<file path="src/rtl/can_txg_pkg.sv">
// Package: shared widths, mode encodings and interrupt codes for the
// transmit data-consistency guard. Assumes a 3-bit mode field.
package can_txg_pkg;
    localparam int MODE_W  = 3;
    localparam int ICODE_W = 7;

    typedef enum logic [MODE_W-1:0] {
        MODE_NORMAL   = 3'd0,
        MODE_LISTEN   = 3'd3,
        MODE_CONFIG   = 3'd4,
        MODE_RESTRICT = 3'd7
    } txg_mode_e;

    localparam logic [ICODE_W-1:0] ICODE_SERR = 7'h45;
    localparam logic [ICODE_W-1:0] ICODE_NONE = 7'h40;
endpackage

</file>
<file path="src/rtl/txg_fault_detect.sv">
// Fault detector: classifies underflow and ECC errors and qualifies them
// with frame context. Purely combinational.
// Assumes: byte_req/buf_valid are only meaningful inside a frame.
module txg_fault_detect (
    input  logic clk,
    input  logic rst_n,
    input  logic frame_start_i,
    input  logic frame_active_i,
    input  logic byte_req_i,
    input  logic buf_valid_i,
    input  logic ecc_err_i,
    input  logic locked_i,
    output logic data_err_o,
    output logic err_evt_o,
    output logic mid_abort_o
);
    logic underflow;
    logic in_frame;

    // Classify raw data errors and qualify them with frame context.
    always_comb begin
        underflow   = byte_req_i & ~buf_valid_i;
        in_frame    = frame_start_i | frame_active_i;
        data_err_o  = ecc_err_i | underflow;
        err_evt_o   = data_err_o & in_frame;
        mid_abort_o = data_err_o & frame_active_i & ~locked_i;
    end


    outside_frame_ignored_chk: assert property (@(posedge clk) disable iff (!rst_n)
        (!frame_start_i && !frame_active_i) |-> !err_evt_o);

    abort_needs_frame_chk: assert property (@(posedge clk) disable iff (!rst_n)
        mid_abort_o |-> (frame_active_i && (ecc_err_i || (byte_req_i && !buf_valid_i))));
endmodule

</file>
<file path="src/rtl/txg_mode_fsm.sv">
// Mode controller: holds the operating mode and the error lock. A counted
// data error locks and enters the selected degraded mode. A host request
// unlocks and loads the requested mode. The error wins a tie.
// Assumes: mode_req_valid_i is a single-cycle strobe.
module txg_mode_fsm
    import can_txg_pkg::*;
(
    input  logic              clk,
    input  logic              rst_n,
    input  logic              err_evt_i,
    input  logic              sel_listen_i,
    input  logic              mode_req_valid_i,
    input  logic [MODE_W-1:0] mode_req_i,
    output logic [MODE_W-1:0] mode_o,
    output logic              locked_o
);
    logic [MODE_W-1:0] mode_q;
    logic              lock_q;
    logic [MODE_W-1:0] err_mode;

    // Pick the degraded mode from the configuration bit.
    always_comb err_mode = sel_listen_i ? MODE_LISTEN : MODE_RESTRICT;

    // Update the mode and lock; the error has priority over the host.
    always_ff @(posedge clk) begin
        if (!rst_n) begin
            mode_q <= MODE_NORMAL;
            lock_q <= 1'b0;
        end else if (err_evt_i) begin
            mode_q <= err_mode;
            lock_q <= 1'b1;
        end else if (mode_req_valid_i) begin
            mode_q <= mode_req_i;
            lock_q <= 1'b0;
        end
    end

    assign mode_o   = mode_q;
    assign locked_o = lock_q;


    err_mode_chk: assert property (@(posedge clk) disable iff (!rst_n)
        err_evt_i |=> (mode_o == ($past(sel_listen_i) ? MODE_LISTEN : MODE_RESTRICT)));

    lock_hold_chk: assert property (@(posedge clk) disable iff (!rst_n)
        (locked_o && !mode_req_valid_i) |=> locked_o);
endmodule

</file>
<file path="src/rtl/txg_serr_flag.sv">
// System-error flag: set by a counted data error, cleared by the host
// writing zero. Set wins over clear. Drives the interrupt code.
// Assumes: flag_clr_i is a single-cycle write strobe.
module txg_serr_flag
    import can_txg_pkg::*;
(
    input  logic               clk,
    input  logic               rst_n,
    input  logic               err_evt_i,
    input  logic               flag_clr_i,
    output logic               flag_o,
    output logic [ICODE_W-1:0] icode_o
);
    logic flag_q;

    // Hold the flag: set has priority over clear.
    always_ff @(posedge clk) begin
        if (!rst_n)          flag_q <= 1'b0;
        else if (err_evt_i)  flag_q <= 1'b1;
        else if (flag_clr_i) flag_q <= 1'b0;
    end

    // Report the interrupt code for the current flag.
    always_comb icode_o = flag_q ? ICODE_SERR : ICODE_NONE;

    assign flag_o = flag_q;


    flag_set_chk: assert property (@(posedge clk) disable iff (!rst_n)
        err_evt_i |=> (flag_o && icode_o == 7'h45));

    flag_clear_chk: assert property (@(posedge clk) disable iff (!rst_n)
        (flag_clr_i && !err_evt_i) |=> !flag_o);
endmodule

</file>
<file path="src/rtl/can_tx_guard.sv">
// Top: transmit data-consistency guard. Blocks or aborts frames on data
// errors, forces the pin recessive, gates transmit requests and keeps the
// receive path enabled outside configuration mode.
// Assumes: the serializer keeps frame_start_i and frame_active_i coherent.
module can_tx_guard
    import can_txg_pkg::*;
#(
    parameter int NUM_TXQ = 8
) (
    input  logic               clk,
    input  logic               rst_n,
    input  logic [NUM_TXQ-1:0] tx_req_i,
    output logic [NUM_TXQ-1:0] tx_req_o,
    input  logic               frame_start_i,
    input  logic               frame_active_i,
    input  logic               byte_req_i,
    input  logic               buf_valid_i,
    input  logic               ecc_err_i,
    input  logic               ser_tx_i,
    output logic               tx_start_o,
    output logic               tx_abort_o,
    output logic               tx_pin_o,
    input  logic               sel_listen_i,
    input  logic               mode_req_valid_i,
    input  logic [MODE_W-1:0]  mode_req_i,
    output logic [MODE_W-1:0]  mode_o,
    output logic               rx_enable_o,
    input  logic               flag_clr_i,
    output logic               serr_flag_o,
    output logic [ICODE_W-1:0] icode_o
);
    logic data_err;
    logic err_evt;
    logic mid_abort;
    logic locked;
    logic blocked;
    logic silence;

    txg_fault_detect u_detect (
        .clk            (clk),
        .rst_n          (rst_n),
        .frame_start_i  (frame_start_i),
        .frame_active_i (frame_active_i),
        .byte_req_i     (byte_req_i),
        .buf_valid_i    (buf_valid_i),
        .ecc_err_i      (ecc_err_i),
        .locked_i       (locked),
        .data_err_o     (data_err),
        .err_evt_o      (err_evt),
        .mid_abort_o    (mid_abort)
    );

    txg_mode_fsm u_mode (
        .clk              (clk),
        .rst_n            (rst_n),
        .err_evt_i        (err_evt),
        .sel_listen_i     (sel_listen_i),
        .mode_req_valid_i (mode_req_valid_i),
        .mode_req_i       (mode_req_i),
        .mode_o           (mode_o),
        .locked_o         (locked)
    );

    txg_serr_flag u_flag (
        .clk        (clk),
        .rst_n      (rst_n),
        .err_evt_i  (err_evt),
        .flag_clr_i (flag_clr_i),
        .flag_o     (serr_flag_o),
        .icode_o    (icode_o)
    );

    // Decide whether the transmit side is silenced and whether it is blocked.
    always_comb begin
        silence = locked | err_evt;
        blocked = silence | (mode_o != MODE_NORMAL);
    end

    // Gate each request queue independently.
    for (genvar q = 0; q < NUM_TXQ; q++) begin : g_req_gate
        assign tx_req_o[q] = tx_req_i[q] & ~blocked;
    end

    // Drive the start grant, the abort, the pin and the receive enable.
    always_comb begin
        tx_start_o  = frame_start_i & ~blocked;
        tx_abort_o  = mid_abort;
        tx_pin_o    = silence ? 1'b1 : ser_tx_i;
        rx_enable_o = (mode_o != MODE_CONFIG);
    end


    no_start_on_err_chk: assert property (@(posedge clk) disable iff (!rst_n)
        (frame_start_i && data_err) |-> !tx_start_o);

    pin_recessive_chk: assert property (@(posedge clk) disable iff (!rst_n)
        (locked || tx_abort_o) |-> tx_pin_o);

    req_gated_chk: assert property (@(posedge clk) disable iff (!rst_n)
        locked |-> (tx_req_o == '0 && !tx_start_o));

    rx_kept_chk: assert property (@(posedge clk) disable iff (!rst_n)
        locked |-> rx_enable_o);
endmodule

</file>
<file path="config.mk">
export PLATFORM = sky130hd
export DESIGN_NAME = can_tx_guard
export DESIGN_NICKNAME = d
export VERILOG_FILES = /design/src/rtl/can_txg_pkg.sv /design/src/rtl/txg_fault_detect.sv /design/src/rtl/txg_mode_fsm.sv /design/src/rtl/txg_serr_flag.sv /design/src/rtl/can_tx_guard.sv
export SDC_FILE = /design/constraint.sdc
export NUM_CORES = 1
export LEC_CHECK = 0
export BUFFER_PORTS_ARGS = -buffer_cell sky130_fd_sc_hd__clkbuf_2
export CAP_MARGIN = 20
export CORE_AREA = 5 5 42 44
export CTS_CLUSTER_DIAMETER = 30
export CTS_CLUSTER_SIZE = 24
export DETAILED_ROUTE_END_ITERATION = 6
export DIE_AREA = 0 0 47 49
export PLACE_DENSITY = 0.77
export SLEW_MARGIN = 10
export SYNTH_ARGS = -nofsm -noshare
export SYNTH_HDL_FRONTEND = slang
export SYNTH_HIERARCHICAL = 1
export SYNTH_SLANG_ARGS = --single-unit
export TNS_END_PERCENT = 5
</file>
<file path="constraint.sdc">
create_clock -name clk -period 3.5 [get_ports clk]
set_input_delay 0.175 -clock clk [delete_from_list [all_inputs] [get_ports clk]]
set_output_delay 0.175 -clock clk [all_outputs]
set_load 0.05 [all_outputs]
</file>
# == After elaboration in Yosys (flattened, before gate mapping) ==
# Cells that the tools add are included.
# word_totals
regBits,5
input_bits,22
output_inout_bits,23
word_cells,36
# classes
n_eq_ne,1
mux,9
bitwise_logic,20
n_reduce_logical,3
# ops
operator,n
1-bit bitwise AND,13
3-bit two-way mux,4
1-bit two-way mux,5
1-bit OR,4
2-bit nonzero test,2
3-bit inequality test (second input constant),1
1-bit inverter,3
3-bit nonzero test,1

# == Logic depth before layout (Yosys ltp) ==
# Gate-level depths: netlist of run 1.
# logic_depth
ltp_word,8
mapped_depth,5
ltp_nobuf,4

# == By module ==
# The synthesis of run 1 kept the hierarchy.
# modules_own_cells
module,n_inst,cells_per_inst,area_per_inst_um2,seq_area_each_um2
txg_mode_fsm,1,13,158.9,80.1
can_tx_guard,1,15,153.9,0.0
txg_serr_flag,1,12,101.3,20.0
txg_fault_detect,1,7,41.3,0.0

# == Least setup slack after synthesis of run 1 ==
# Ideal clock, no wire load.
# synth_timing
kind,register to output
startpoint,"register u_mode.mode_q[1], in the netlist u_mode/mode_o[1]"
endpoint,output port tx_req_o[0]
arrival_ns,1.851
required_ns,3.325
path_slack_ns,1.474
path_stages_with_launch,4
n_path_buf,1
cell_sequence,dfxtp_1 or4_4 buf_6 nor3b_2
# synth_between
elab_chain_len,4
# synth_rtl
element,line_no,source
start: declaration,txg_mode_fsm.sv:17,logic [MODE_W-1:0] mode_q;
start signal: assignment,txg_mode_fsm.sv:30,mode_q <= err_mode;
start signal: assignment,txg_mode_fsm.sv:33,mode_q <= mode_req_i;
3-bit nonzero test,can_tx_guard.sv:76,blocked = silence | (mode_o != MODE_NORMAL);
1-bit OR,can_tx_guard.sv:76,
1-bit inverter,can_tx_guard.sv:81,assign tx_req_o[q] = tx_req_i[q] & ~blocked;
1-bit bitwise AND,can_tx_guard.sv:81,
end: declaration,can_tx_guard.sv:13,"output logic [NUM_TXQ-1:0] tx_req_o,"
# Every way passes these cells.

# == Final worst setup path of run 1 ==
# layout_timing
startpoint,input port buf_valid_i
endpoint,output port tx_req_o[0]
# layout_between
elab_chain_len,8
# layout_rtl
element,line_no,source
start: declaration,can_tx_guard.sv:17,"input logic buf_valid_i,"
1-bit inverter,txg_fault_detect.sv:22,underflow = byte_req_i & ~buf_valid_i;
1-bit bitwise AND,txg_fault_detect.sv:22,
1-bit OR,txg_fault_detect.sv:24,data_err_o = ecc_err_i | underflow;
1-bit bitwise AND,txg_fault_detect.sv:25,err_evt_o = data_err_o & in_frame;
named net err_evt,can_tx_guard.sv:33,logic err_evt;
1-bit OR,can_tx_guard.sv:75,silence = locked | err_evt;
1-bit OR,can_tx_guard.sv:76,
1-bit inverter,can_tx_guard.sv:81,
1-bit bitwise AND,can_tx_guard.sv:81,
# The timed path passes the listed nets, and every way through them passes these cells.

==> reports/qor.txt, run 1 <==
Critical Path End Type: primary output
WP buf/inv: 2
# port buffers: 39
status: completed
Post-DRT Antenna Nets: 0
Die Wd: 47 µm
critical path class: in -> out
fraction of layout cells with a size suffix above 1: 69.88%
worst-path maximum fanout: 9
sw frac: 44.28%
maximum vdd ir drop: 0.1657 mV
placed cell count: 95
Worst Hold Path Cells: 2
postcts setup bufs: 0
CTS Sinks: 5
vias in the first global route: 377
worst stage delay on the critical path: 680 ps
largest net degree at the start of global routing: 13
Comb pwr share: 44.6%
Yosys warnings: 6
RSZ-0062 raised after global routing: false
Net Switching: 0.1099 mW
Tcrit/Tclk final: 54.10%
Avg WL per Cell: 10.66 µm
slowest stage cell, crit path: or4_4
Worst R2R Path Depth: 2
hold_ws: 205.5 ps
CP Depth: 6
Max-slew headroom: 63.29%
worst-margin pin slew: 550.0 ps
met1 Track Usage GR: 10.99%
reg2reg start: u_mode/mode_o[2]
kind of launch point of the worst setup path: primary input
die height: 49 µm
DR iter-0 viols: 4
Non-Filler Instances: 99
sequential power share: 28.3%
Worst Setup SP: buf_valid_i
FMAX: 528.1 MHz
synthesized instance count: 46
TritonCTS clock tree: done
Max Cap Violations: 0
cts hold-fix bufs: 0
RR Endpoint: u_mode/mode_o[2]
Vias/cell: 4.455
GRT Total Usage: 9.296%
initial antenna violation count: 0
worst-case clock skew: 0 ps
setup_tns: 0 ps
Initial Utilization: 32.23%
static leakage: 0.3387 nW
Setup-failing EPs final: 0
Hold Startpoint: rst_n
max-slew violation count: 0
met2 Track Usage GR: 12.90%
fin nets: 106
Cell Area, Placed: 610.6 µm²
CTS HTree Levels: 1
# resized after CTS: 0
Area Overhead vs Synth: 41.00%
critical path cell sequence: clkbuf_2, nand2b_4, a21oi_1, or4_4, nor3b_2, clkbuf_2
fin util: 45.45%
Hold Crit Class: in -> reg
most used routing layer: met2
Clk pwr share: 27.1%
Inserted Clock Buffers: 3
antenna diode count: 0
WL final: 1.055 mm
core region area: 1401 µm²
vias: 441
CTS Root Cell: clkbuf_4
Internal: 0.1382 mW
maximum clock path buffer count: 2
# DRC: 0
die area: 2303 µm²
router iterations before antenna repair: 4
Cell Area, Synth: 451.7 µm²
largest delay contributor family on the critical path: simple AND/OR/NAND/NOR gates
R2R Setup Slk: 2350 ps
Clock Latency Late Sink: 240 ps
Syn Area/Cell: 9.819 µm²
PD cells: 389.6 nW/µm²
cell area after layout: 636.9 µm²
clock-pin slew on the worst setup and hold paths: 40 ps
GPL Wtd Cong: 0.6747
fin crit period: 1893 ps
io pins: 45
row cnt: 14
most frequent CP cell: clkbuf_2
CP Data Required Time: 3320 ps
first-pass GRT wire length: 1.552 mm
Critical Path AT: 1720 ps
Final Hold Viols: 0
worst hold endpoint: u_flag/flag_o
HPWL after DPL: 899.9 µm
final global-route overflow total: 0
met3 Use GR: 4.797%
## layer usage
| layer | up-vias | wire (µm) |
|---|---|---|
| li1 | 219 | - |
| met1 | 188 | 397 |
| met2 | 34 | 440 |
| met3 | 0 | 217 |
| met4 | 0 | 0 |
| met5 | - | 0 |
## worst max-delay path by stage
| stage | to | slack (ps) |
|---|---|---|
| finish | tx_req_o[0] | 1610 |
| global route | tx_start_o | 1490 |
| CTS | tx_req_o[6] | 1580 |
| detailed placement | tx_req_o[6] | 1590 |
| global placement | tx_req_o[1] | 1630 |
| floorplan | tx_req_o[0] | 1470 |
## cell type report
| type | instances | area, µm² |
|---|---|---|
| Inverter | 1 | 3.754 |
| Timing Repair Buffer | 39 | 195.2 |
| Multi-Input combinational cell | 34 | 291.5 |
| Sequential cell | 5 | 100.1 |
| Tap cell | 16 | 20.02 |
| Fill cell | 152 | 764.5 |
| Clock buffer | 4 | 26.28 |
## flip-flops by register name, indices dropped and copies added, names as in the netlist
signal and count:
u_mode/locked_o 1, u_mode/mode_o 3, u_flag/flag_o 1
## power by group through the flow
stage	Clock, mW	Sequential [mW]	Combinational [mW]
after floorplan	0	0.0803	0.0831
after global placement	0	0.0714	0.110
after detailed placement	0	0.0715	0.111
after CTS	0.0708	0.0705	0.112
after global routing	0.0747	0.0718	0.117
final	0.0671	0.0703	0.111
## cells in the final DEF, fill, tap and decap left out, drive strengths merged, types with 2 or more instances in the layout
cell type,n
nand2,2
mux2,3
conb,5
o21a,4
dfxtp,5
a21oi,2
nand2b,2
clkbuf,43
nor3b,9
nor2,2
## through the flow
stage / setup slack (ps) / power, mW
6_report: 1607 / 0.2481
5_1_grt: 1489 / 0.2638
4_1_cts: 1583 / 0.2531
3_5_place_dp: 1586 / 0.1828
3_3_place_gp: 1628 / 0.1818
2_1_floorplan: 1474 / 0.1634
No activity file was read; power rests on OpenSTA's default activity.
==> run 2, diff against run 1 <==
--- a/config.mk
+++ b/config.mk
@@ -7,12 +7,12 @@
 export LEC_CHECK = 0
 export BUFFER_PORTS_ARGS = -buffer_cell sky130_fd_sc_hd__clkbuf_2
 export CAP_MARGIN = 20
-export CORE_AREA = 5 5 42 44
+export CORE_AREA = 5 5 45 47
 export CTS_CLUSTER_DIAMETER = 30
 export CTS_CLUSTER_SIZE = 24
 export DETAILED_ROUTE_END_ITERATION = 6
-export DIE_AREA = 0 0 47 49
-export PLACE_DENSITY = 0.77
+export DIE_AREA = 0 0 50 52
+export PLACE_DENSITY = 0.7
 export SLEW_MARGIN = 10
 export SYNTH_ARGS = -nofsm -noshare
 export SYNTH_HDL_FRONTEND = slang
==> constraint.sdc (replaced) <==
create_clock -name clk -period 1.69 [get_ports clk]
set_input_delay 0.0845 -clock clk [delete_from_list [all_inputs] [get_ports clk]]
set_output_delay 0.0845 -clock clk [all_outputs]
set_load 0.05 [all_outputs]
==> reports/qor.txt, run 2 (same netlist as run 1, synthesis figures left out) <==
R2R Setup Slk: 520 ps (-1830 ps)
RSZ-0062 raised after global routing: true
post-placement setup slack: 117.4 ps (-1468 ps)
GPL Wtd Cong: 0.6086 (-9.8%)
largest net degree at the start of global routing: 13 (unchanged)
HPWL after DPL: 973.5 µm (+8.2%)
vias: 463 (+5.0%)
FMAX: 607.4 MHz
Die Wd: 50 µm (+6.4%)
Inserted Clock Buffers: 3 (unchanged)
maximum vdd ir drop: 0.2606 mV (+57%)
WL final: 1.247 mm (+18%)
fillers: 148 (-2.6%)
cts hold-fix bufs: 0 (unchanged)
WP buf/inv: 1 (-1)
Post-DRT Antenna Nets: 0 (unchanged)
Hold Crit Class: in -> reg
placed cell count: 97 (+2.1%)
io pins: 45 (unchanged)
Final Hold Viols: 0 (unchanged)
worst-case clock skew: 0 ps (unchanged)
kind of launch point of the worst setup path: register
cell area after layout: 770.7 µm² (+21%)
most common cell after layout, fill and taps aside: clkbuf_2
Avg WL per Cell: 12.11 µm (+14%)
critical path cell sequence: or4_4, nor3b_2, clkbuf_8
Setup-failing EPs final: 0 (unchanged)
fin crit period: 1646 ps
Tcrit/Tclk final: 97.42%
fraction of layout cells with a size suffix above 1: 73.26% (+3.4 points)
Clock Latency Late Sink: 240 ps (about the same)
Power Total: 0.5506 mW (+120%)
Area Overhead vs Synth: 70.64%
critical path class: reg -> out
Final WS setup: 43.60 ps (-1563 ps)
max reg flops: 3 (unchanged)
Critical Path End Type: primary output
die height: 52 µm (+6.1%)
core region area: 1614 µm² (+15%)
router iterations before antenna repair: 1 (-3)
slowest stage cell, crit path: or4_4
Non-Filler Instances: 103 (+4.0%)
first-pass GRT wire length: 1.987 mm (+28%)
Max-slew headroom: 59.47% (-3.8 points)
fin nets: 109 (+2.8%)
most frequent cells in the layout: 30 x clkbuf_2, 7 x nor3b_2, 7 x clkbuf_8, 5 x conb_1, 4 x o21a_1
TritonCTS clock tree: done
largest delay contributor family on the critical path: simple AND/OR/NAND/NOR gates
CTS HTree Levels: 1 (unchanged)
worst-path maximum fanout: 5 (-4)
PD cells: 714.4 nW/µm² (+83%)
row cnt: 15 (+1)
# DRC: 0 (unchanged)
CP Data Required Time: 1610 ps (-1710 ps)
static leakage: 0.3810 nW (+12%)
clock-pin slew on the worst setup and hold paths: 40 ps (about the same)
Max Cap Violations: 0 (unchanged)
die area: 2600 µm² (+13%)
Initial Utilization: 27.98% (-4.2 points)
Critical Path AT: 1560 ps (-160 ps)
status: completed
GRT Total Usage: 10.01% (+0.71 points)
initial antenna violation count: 0 (unchanged)
CTS Root Cell: clkbuf_4
Cell Area, Placed: 649.4 µm² (+6.4%)
antenna diode count: 0 (unchanged)
max-slew violation count: 0 (unchanged)
CTS Sinks: 5 (unchanged)
maximum clock path buffer count: 2 (unchanged)
# port buffers: 39 (unchanged)
DR iter-0 viols: 0 (-4)
vias in the first global route: 453 (+20%)
worst-margin pin slew: 607.1 ps (+57.13 ps)
final global-route overflow total: 0 (unchanged)
worst stage delay on the critical path: 570 ps (-110 ps)
Vias/cell: 4.495 (+0.91%)
-- run 2: final timing paths --
check	from	end	depth (start not counted)
max	u_mode/locked_o	tx_req_o[4]	3
min	rst_n	u_mode/locked_o	2
max reg2reg	u_mode/mode_o[2]	u_mode/mode_o[2]	2
min reg2reg	u_mode/locked_o	u_mode/locked_o	2
-- run 2: power by group --
part / total (mW) / internal, mW / switching [mW]
Clock: 0.138 / 0.0893 / 0.0490
Combinational: 0.264 / 0.0959 / 0.168
Sequential: 0.148 / 0.129 / 0.0189
Total: 0.551 / 0.315 / 0.236
-- run 2: worst reg2reg max path: cells and delay by family, from the launching register on --
| family | cells | cell delay (ps) |
|---|---|---|
| AO/OA/AOI/OAI | 1 | 210 |
| multiplexers | 1 | 370 |
| flip-flops | 1 | 480 |
-- run 2: routing by layer --
layer | wire [µm] | GRT usage, % | vias to the layer above
li1 | - | - | 226
met1 | 399 | 8.262 | 206
met2 | 674 | 19.04 | 31
met3 | 173 | 4.871 | 0
met4 | 0 | 5.240 | 0
met5 | 0 | 0 | -
-- run 2: timing repair --
item,in CTS,in global routing
gates cloned,1,0
pin swaps,4,6
setup endpoints to repair,9,9
buffers inserted,0,1
resized for setup,17,2
-- run 2: area by class of cell --
type	count	area, µm²	area share (%)
clock buffer	4	26.28	3.409
inverter	1	3.754	0.4870
multi-input combinational	35	315.3	40.91
sequential	5	102.6	13.31
tap	17	21.27	2.760
timing repair buffer	41	301.5	39.12
-- run 2: per-stage QoR --
stage	utilization, %	setup TNS [ps]	hold slack (ps)
2_1_floorplan	-	-2209	202.0
3_3_place_gp	40.23	0	362.1
3_5_place_dp	40.23	0	375.3
4_1_cts	47.13	0	119.0
5_1_grt	47.75	-40.69	119.2
6_report	47.75	0	116.8
